===== src/rtl/limp_clk_pkg.sv =====
// Package limp_clk_pkg
// Shared defaults and helpers for the low-speed clock divider.
// Assumes nothing beyond IEEE 1800-2017 elaboration rules.
package limp_clk_pkg;
    localparam int unsigned EXP_W_DEF = 4;   // width of the divide exponent
    localparam int unsigned RATIO_DEF = 3;   // core clocks per bus clock

    // Number of core half-periods in one bus period.
    function automatic int unsigned phase_count(input int unsigned ratio);
        return 2 * ratio;
    endfunction
endpackage


===== src/rtl/limp_cfg_regs.sv =====
// Module limp_cfg_regs
// Holds the software-written mode enable and divide exponent.
// Assumes the write strobe is synchronous to clk; the fields load only on it.
module limp_cfg_regs #(
    parameter int unsigned EXP_W = limp_clk_pkg::EXP_W_DEF
) (
    input  logic             clk,
    input  logic             rst_n,
    input  logic             wr,
    input  logic             limp_in,
    input  logic [EXP_W-1:0] exp_in,
    output logic             limp_en,
    output logic [EXP_W-1:0] exp_req
);
    // Capture both fields on the write strobe, clear on reset.
    always_ff @(posedge clk) begin
        if (!rst_n) begin
            limp_en <= 1'b0;
            exp_req <= '0;
        end else if (wr) begin
            limp_en <= limp_in;
            exp_req <= exp_in;
        end
    end
endmodule


===== src/rtl/limp_div_engine.sv =====
// Module limp_div_engine
// Runs the half-period counter, owns the exponent in force and the run flag.
// Assumes period_last comes from the phase generator and marks the final
// half-period of a bus period; settings are only swapped at its end.
module limp_div_engine #(
    parameter int unsigned EXP_W = limp_clk_pkg::EXP_W_DEF
) (
    input  logic             clk,
    input  logic             rst_n,
    input  logic             limp_en,
    input  logic [EXP_W-1:0] exp_req,
    input  logic             period_last,
    output logic             run,
    output logic [EXP_W-1:0] exp_cur,
    output logic             start,
    output logic             half_end,
    output logic             stop
);
    localparam int unsigned CNT_W = (1 << EXP_W) - 1;

    logic [CNT_W-1:0] cnt;
    logic [CNT_W:0]   one_sh;
    logic [CNT_W-1:0] lim_m1;
    logic             wrap;

    // Last count of a half-period: 2^exp - 1, wrapping correctly at the top exponent.
    assign one_sh   = (CNT_W + 1)'(1) << exp_cur;
    assign lim_m1   = one_sh[CNT_W-1:0] - CNT_W'(1);
    assign start    = !run && limp_en;
    assign half_end = run && (cnt == lim_m1);
    assign wrap     = half_end && period_last;
    assign stop     = wrap && !limp_en;

    // Advance the counter, start, reload the exponent or stop at a bus-period end.
    always_ff @(posedge clk) begin
        if (!rst_n) begin
            run     <= 1'b0;
            exp_cur <= '0;
            cnt     <= '0;
        end else if (!run) begin
            if (limp_en) begin
                run     <= 1'b1;
                exp_cur <= exp_req;
                cnt     <= '0;
            end
        end else if (half_end) begin
            cnt <= '0;
            if (period_last) begin
                if (!limp_en) run <= 1'b0;
                else          exp_cur <= exp_req;
            end
        end else begin
            cnt <= cnt + CNT_W'(1);
        end
    end

    // The counter never passes the half-period length in force.
    assert_cnt_bound_R4: assert property (@(posedge clk) disable iff (!rst_n)
        cnt <= lim_m1);

    // The exponent changes only on entry or at the end of a bus period.
    assert_exp_swap_R6: assert property (@(posedge clk) disable iff (!rst_n)
        !$stable(exp_cur) |-> (cnt == '0) && ($past(start) || $past(wrap)));
endmodule


===== src/rtl/limp_ratio_gen.sv =====
// Module limp_ratio_gen
// Steps through the half-periods of one bus period and drives the core and
// bus clock flops: core high on even phases, bus high in the first RATIO.
// Assumes start, half_end and stop come from limp_div_engine in the same cycle.
module limp_ratio_gen #(
    parameter int unsigned RATIO = limp_clk_pkg::RATIO_DEF
) (
    input  logic clk,
    input  logic rst_n,
    input  logic run,
    input  logic start,
    input  logic half_end,
    input  logic stop,
    output logic period_last,
    output logic core_clk,
    output logic bus_clk
);
    localparam int unsigned PHASES = limp_clk_pkg::phase_count(RATIO);
    localparam int unsigned PH_W   = $clog2(PHASES);

    logic [PH_W-1:0] phase;
    logic [PH_W-1:0] nxt;

    // Final half-period of the bus period and the phase that follows.
    assign period_last = (phase == PH_W'(PHASES - 1));
    assign nxt         = period_last ? '0 : phase + PH_W'(1);

    // Move to the next phase on each half-period end and update both clock flops.
    always_ff @(posedge clk) begin
        if (!rst_n) begin
            phase    <= '0;
            core_clk <= 1'b0;
            bus_clk  <= 1'b0;
        end else if (start) begin
            phase    <= '0;
            core_clk <= 1'b1;
            bus_clk  <= 1'b1;
        end else if (half_end) begin
            if (stop) begin
                phase    <= '0;
                core_clk <= 1'b0;
                bus_clk  <= 1'b0;
            end else begin
                phase    <= nxt;
                core_clk <= ~nxt[0];
                bus_clk  <= (nxt < PH_W'(RATIO));
            end
        end
    end

    // Every bus rising edge is also a core rising edge.
    assert_bus_core_align_R5: assert property (@(posedge clk) disable iff (!rst_n)
        $rose(bus_clk) |-> $rose(core_clk));

    // Both clocks are held low while the divider is stopped.
    assert_idle_low_R7: assert property (@(posedge clk) disable iff (!rst_n)
        !run |-> (!core_clk && !bus_clk));
endmodule


===== src/rtl/limp_clk_divider.sv =====
// Module limp_clk_divider
// Top of the low-speed clock divider: configuration register, divide engine
// and core/bus phase generator. Outputs are flops in the clk_ref2x domain.
// Assumes clk_ref2x runs at twice the base clock and reset is synchronous.
module limp_clk_divider #(
    parameter int unsigned EXP_W = limp_clk_pkg::EXP_W_DEF,
    parameter int unsigned RATIO = limp_clk_pkg::RATIO_DEF
) (
    input  logic             clk_ref2x,
    input  logic             rst_n,
    input  logic             cfg_wr,
    input  logic             cfg_limp,
    input  logic [EXP_W-1:0] cfg_exp,
    output logic             core_clk_o,
    output logic             bus_clk_o,
    output logic             pll_bypass_o,
    output logic [EXP_W-1:0] exp_active_o
);
    logic             limp_en;
    logic [EXP_W-1:0] exp_req;
    logic             run;
    logic             start;
    logic             half_end;
    logic             stop;
    logic             period_last;

    limp_cfg_regs #(.EXP_W(EXP_W)) u_cfg (
        .clk     (clk_ref2x),
        .rst_n   (rst_n),
        .wr      (cfg_wr),
        .limp_in (cfg_limp),
        .exp_in  (cfg_exp),
        .limp_en (limp_en),
        .exp_req (exp_req)
    );

    limp_div_engine #(.EXP_W(EXP_W)) u_engine (
        .clk         (clk_ref2x),
        .rst_n       (rst_n),
        .limp_en     (limp_en),
        .exp_req     (exp_req),
        .period_last (period_last),
        .run         (run),
        .exp_cur     (exp_active_o),
        .start       (start),
        .half_end    (half_end),
        .stop        (stop)
    );

    limp_ratio_gen #(.RATIO(RATIO)) u_ratio (
        .clk         (clk_ref2x),
        .rst_n       (rst_n),
        .run         (run),
        .start       (start),
        .half_end    (half_end),
        .stop        (stop),
        .period_last (period_last),
        .core_clk    (core_clk_o),
        .bus_clk     (bus_clk_o)
    );

    // The PLL stays bypassed for as long as the divider runs.
    assign pll_bypass_o = run;

    // No clock output is high without the bypass request.
    assert_bypass_cover_R9: assert property (@(posedge clk_ref2x) disable iff (!rst_n)
        (core_clk_o || bus_clk_o) |-> pll_bypass_o);

    // Entering the mode raises both clocks together with the bypass request.
    assert_entry_R3: assert property (@(posedge clk_ref2x) disable iff (!rst_n)
        $rose(pll_bypass_o) |-> (core_clk_o && bus_clk_o));
endmodule


===== config.mk =====
export PLATFORM = sky130hd
export DESIGN_NAME = limp_clk_divider
export DESIGN_NICKNAME = d
export VERILOG_FILES = /design/src/rtl/limp_clk_pkg.sv /design/src/rtl/limp_cfg_regs.sv /design/src/rtl/limp_div_engine.sv /design/src/rtl/limp_ratio_gen.sv /design/src/rtl/limp_clk_divider.sv
export SDC_FILE = /design/constraint.sdc
export NUM_CORES = 1
export LEC_CHECK = 0
export ABC_CLOCK_PERIOD_IN_PS = 7550
export BUFFER_PORTS_ARGS = -buffer_cell sky130_fd_sc_hd__buf_2
export CAP_MARGIN = 25
export CORE_ASPECT_RATIO = 1.4
export CORE_MARGIN = 5
export CORE_UTILIZATION = 30
export CTS_BUF_LIST = sky130_fd_sc_hd__clkbuf_4 sky130_fd_sc_hd__clkbuf_8
export DETAILED_ROUTE_END_ITERATION = 10
export HOLD_SLACK_MARGIN = 0.08
export PLACE_DENSITY = 0.48
export SETUP_SLACK_MARGIN = 0.5
export SYNTH_ARGS = -nofsm -noshare
export SYNTH_HDL_FRONTEND = slang
export SYNTH_HIERARCHICAL = 1
export SYNTH_SLANG_ARGS = --single-unit

===== constraint.sdc =====
create_clock -name clk_ref2x -period 7.55 [get_ports clk_ref2x]
set_clock_uncertainty 0.05 [all_clocks]
set_input_delay 1.51 -clock clk_ref2x [delete_from_list [all_inputs] [get_ports clk_ref2x]]
set_output_delay 1.51 -clock clk_ref2x [all_outputs]
set_load 0.02 [all_outputs]

==> summary.md <==
| Metric | Value |
|---|---|
| Crit path top cell by count | nor2_1 |
| Tmin final | 3910 ps |
| Clock Path Buffers | 2 |
| Area leader, netlist | dfxtp_1 |
| Maxcap violations | 0 |
| Crit-path cells | inv_1 > or4_1 > ha_1 > nor2b_1 > o21ai_0 > o311ai_0 > a2111oi_4 > nand3_1 > nor2_1 > and3_1 > and4bb_1 > a22oi_1 > nor2_1 |
| Residual DRC | 0 |
| Antenna violations before repair | 0 |
| Post-DP HPWL | 3240 um |
| Hold-fix buffers, CTS | 0 |
| Post-synth net total | 256 |
| Post-Route Setup TNS | 0 ps |
| Initial core utilization | 31.0% |
| Synth warn | 6 |
| Antenna cells | 0 |
| Overall die area | 8180 um2 |
| Most used DFF post-synth | dfxtp_1 |
| Required @ worst endpoint | 7670 ps |
| Commonest non-fill, non-tap cell in the layout | nand2_1 |
| Fraction of registers with async set/reset | 0% |
| Core footprint | 6250 um2 |
| Pin count of the biggest net entering global routing | 27 |
| Vias | 1,705 |
| Skew-Pair Late Insertion Delay | 280 ps |
| I/O Buffers | 14 |
| Max FO, Critical Path | 14 |
| Synth top area cells | dfxtp_1 31%, mux2i_1 6.2%, nand2_1 6.0%, o21ai_0 4.4%, nand3_1 4.1% |
| Crit. Startpoint | u_engine/exp_cur[0] |
| First-pass iteration count of the detailed router | 6 |
| DP Cell Count | 316 |
| Total GRT Usage | 11.9% |
| Commonest cells after routing, fill and taps aside | 31 x nand2_1, 30 x dfxtp_1, 20 x nor2_1 |
| Slew @ Worst Pin | 1050 ps |
| Mapped Cells | 246 |
| Hold Crit Start | u_cfg/exp_req[2] |
| TritonCTS clock tree | done |
| Yosys reg bits | 30 |
| Syn avg cell area | 7.87 um2 |
| Sinks on Clock Net | 30 |
| Fmax | 255 MHz |
| Final period util | 51.9% |
| Post-Layout Cell Count | 324 |
| Endpoint type of the worst setup path | register |
| First-pass GRT wire length | 7920 um |
| Die height | 105 um |
| Setup bufs post-CTS | 0 |
| Post-route ant nets | 0 |
| DRT Wirelength | 4600 um |
| WP data arrival | 4040 ps |
| Post-CTS sizing | 0 |
| Crit path max-delay cell type | dfxtp_1 |
| Number of synthesized flops with an enable pin | 0 |
| Slowest Stage Delay on Critical Path | 600 ps |
| CTS buffer count | 5 |
| Fin nets | 261 |
| Setup repair after global routing missed its margin | false |
| Final setup vio count | 0 |
| Final hold vios | 0 |
| H-tree Lvls | 2 |
| Die width | 77.9 um |
| CTS Root Cell | clkbuf_8 |
| Area grow syn2layout | 8.79% |
| Crit Path Category | reg2reg |
| Placer Congestion | 0.779 |
| Max VDD drop | 99.7 uV |
| Via/cell ratio | 5.26 |
| Max_slew headroom | 29.6% |
| CP Launch Type | register |
| Sequential area share after synthesis | 31.0% |
| Yosys top cell area share | 31.0% |
| DR WL/cell | 14.2 um |
| Slew Viols, Final | 0 |
| Total Power | 358 uW |
| I/O pins | 15 |
| Pwr Density | 170 nW/um2 |
| Status | finished clean |
| Gr ovfl total | 0 |
| Clock slew at reported path FFs | 60 ps |
| Std-Cell Rows | 34 |
| Lkg Pwr | 0.000807 uW |
| Post-Syn Area | 1940 um2 |
| Distinct cells, synth | 50 |
| Vias in the first global route | 1,599 |
| Worst R2R Start | u_engine/exp_cur[0] |
| Share of cells above drive strength 1 | 11.1% |
| Worst Hold Class | reg2reg |
| DRT iter0 DRCs | 138 |
-- worst max-delay path, delay by kind of cell (launching register included) --
kind,cells,cell delay (ps)
buffers and inverters,1,130
AOI/OAI and AO/OA,4,880
DFF,1,600
adders and majority gates,1,300
and+or+nand+nor,7,1850
-- logic make-up (layout without fill, tap and decap cells) --
logic type,count (synthesis),count (layout),share of synthesized area [%]
adders and majority gates,2,2,1.29
xor gates and xnor gates,11,11,4.98
AOI/OAI and AO/OA,53,53,19.4
and+or+nand+nor,116,116,31.5
buffers and inverters,22,28,5.56
muxes,12,12,6.21
DFF,30,30,31.0
-- flip-flops by register name (all words and copies together) (netlist names) --
name	count
u_engine/cnt	15
u_cfg/limp_en	1
u_ratio/core_clk	1
u_ratio/bus_clk	1
u_engine/exp_cur	4
u_engine/run	1
u_ratio/phase	3
u_cfg/exp_req	4
-- cell usage after synthesis (2+ instances only) --
cell type and n:
a21oi_1 8, a22oi_1 2, a31oi_1 4, and2_1 2, and3_1 6, buf_2 8, buf_4 2, clkbuf_1 4
dfxtp_1 30, ha_1 2, inv_1 6, mux2i_1 12, nand2_1 31, nand2b_1 7, nand3_1 16, nor2_1 20
nor2b_1 11, nor3_1 7, nor4b_1 2, o21a_1 4, o21ai_0 17, o311ai_0 6, or4_1 3, xnor2_1 3
xor2_1 8
-- routing by layer --
| layer | vias to the layer above | GRT usage, % | part of all wire [%] |
|---|---|---|---|
| li1 | 882 | - | - |
| met1 | 793 | 15.0 | 45 |
| met2 | 19 | 18.8 | 50 |
| met3 | 11 | 2.58 | 1.9 |
| met4 | 0 | 5.90 | 2.8 |
| met5 | - | 0 | 0 |
-- metrics by stage --
step	worst slack [ps]	cell area (um2)	utilization, %	hold slack, ps
CTS	3660	2110	33.7	419
global route	3310	2110	33.7	444
floorplan	3870	1940	-	384
global placement	3760	2010	32.2	400
finish	3640	2110	33.7	413
detailed placement	3670	2010	32.2	406
-- power by group --
part	switching (uW)	leakage (uW)	internal [uW]
registers	6.28	0.000243	163
logic	29.6	0.000512	21.8
clock network	60.3	0.0000517	77.0
total	96.2	0.000807	262
-- area by class of cell --
| cell class | instances | area [um2] |
|---|---|---|
| inverters | 6 | 22.5 |
| clock buffers | 7 | 90.1 |
| multi-input cells | 194 | 1230 |
| clock inverters | 1 | 5.00 |
| fillers | 664 | 4150 |
| well taps | 72 | 90.1 |
| flip-flops and latches | 30 | 601 |
| repair buffers | 14 | 70.1 |
-- final timing paths --
check	cells past startpoint	to	slack (ps)
hold / removal	2	u_engine/exp_cur[2]	410
hold reg to reg	2	u_engine/exp_cur[2]	410
setup reg to reg	13	u_ratio/phase[2]	3640
setup / recovery	13	u_ratio/phase[2]	3640
No activity file was read; power rests on OpenSTA's default activity.
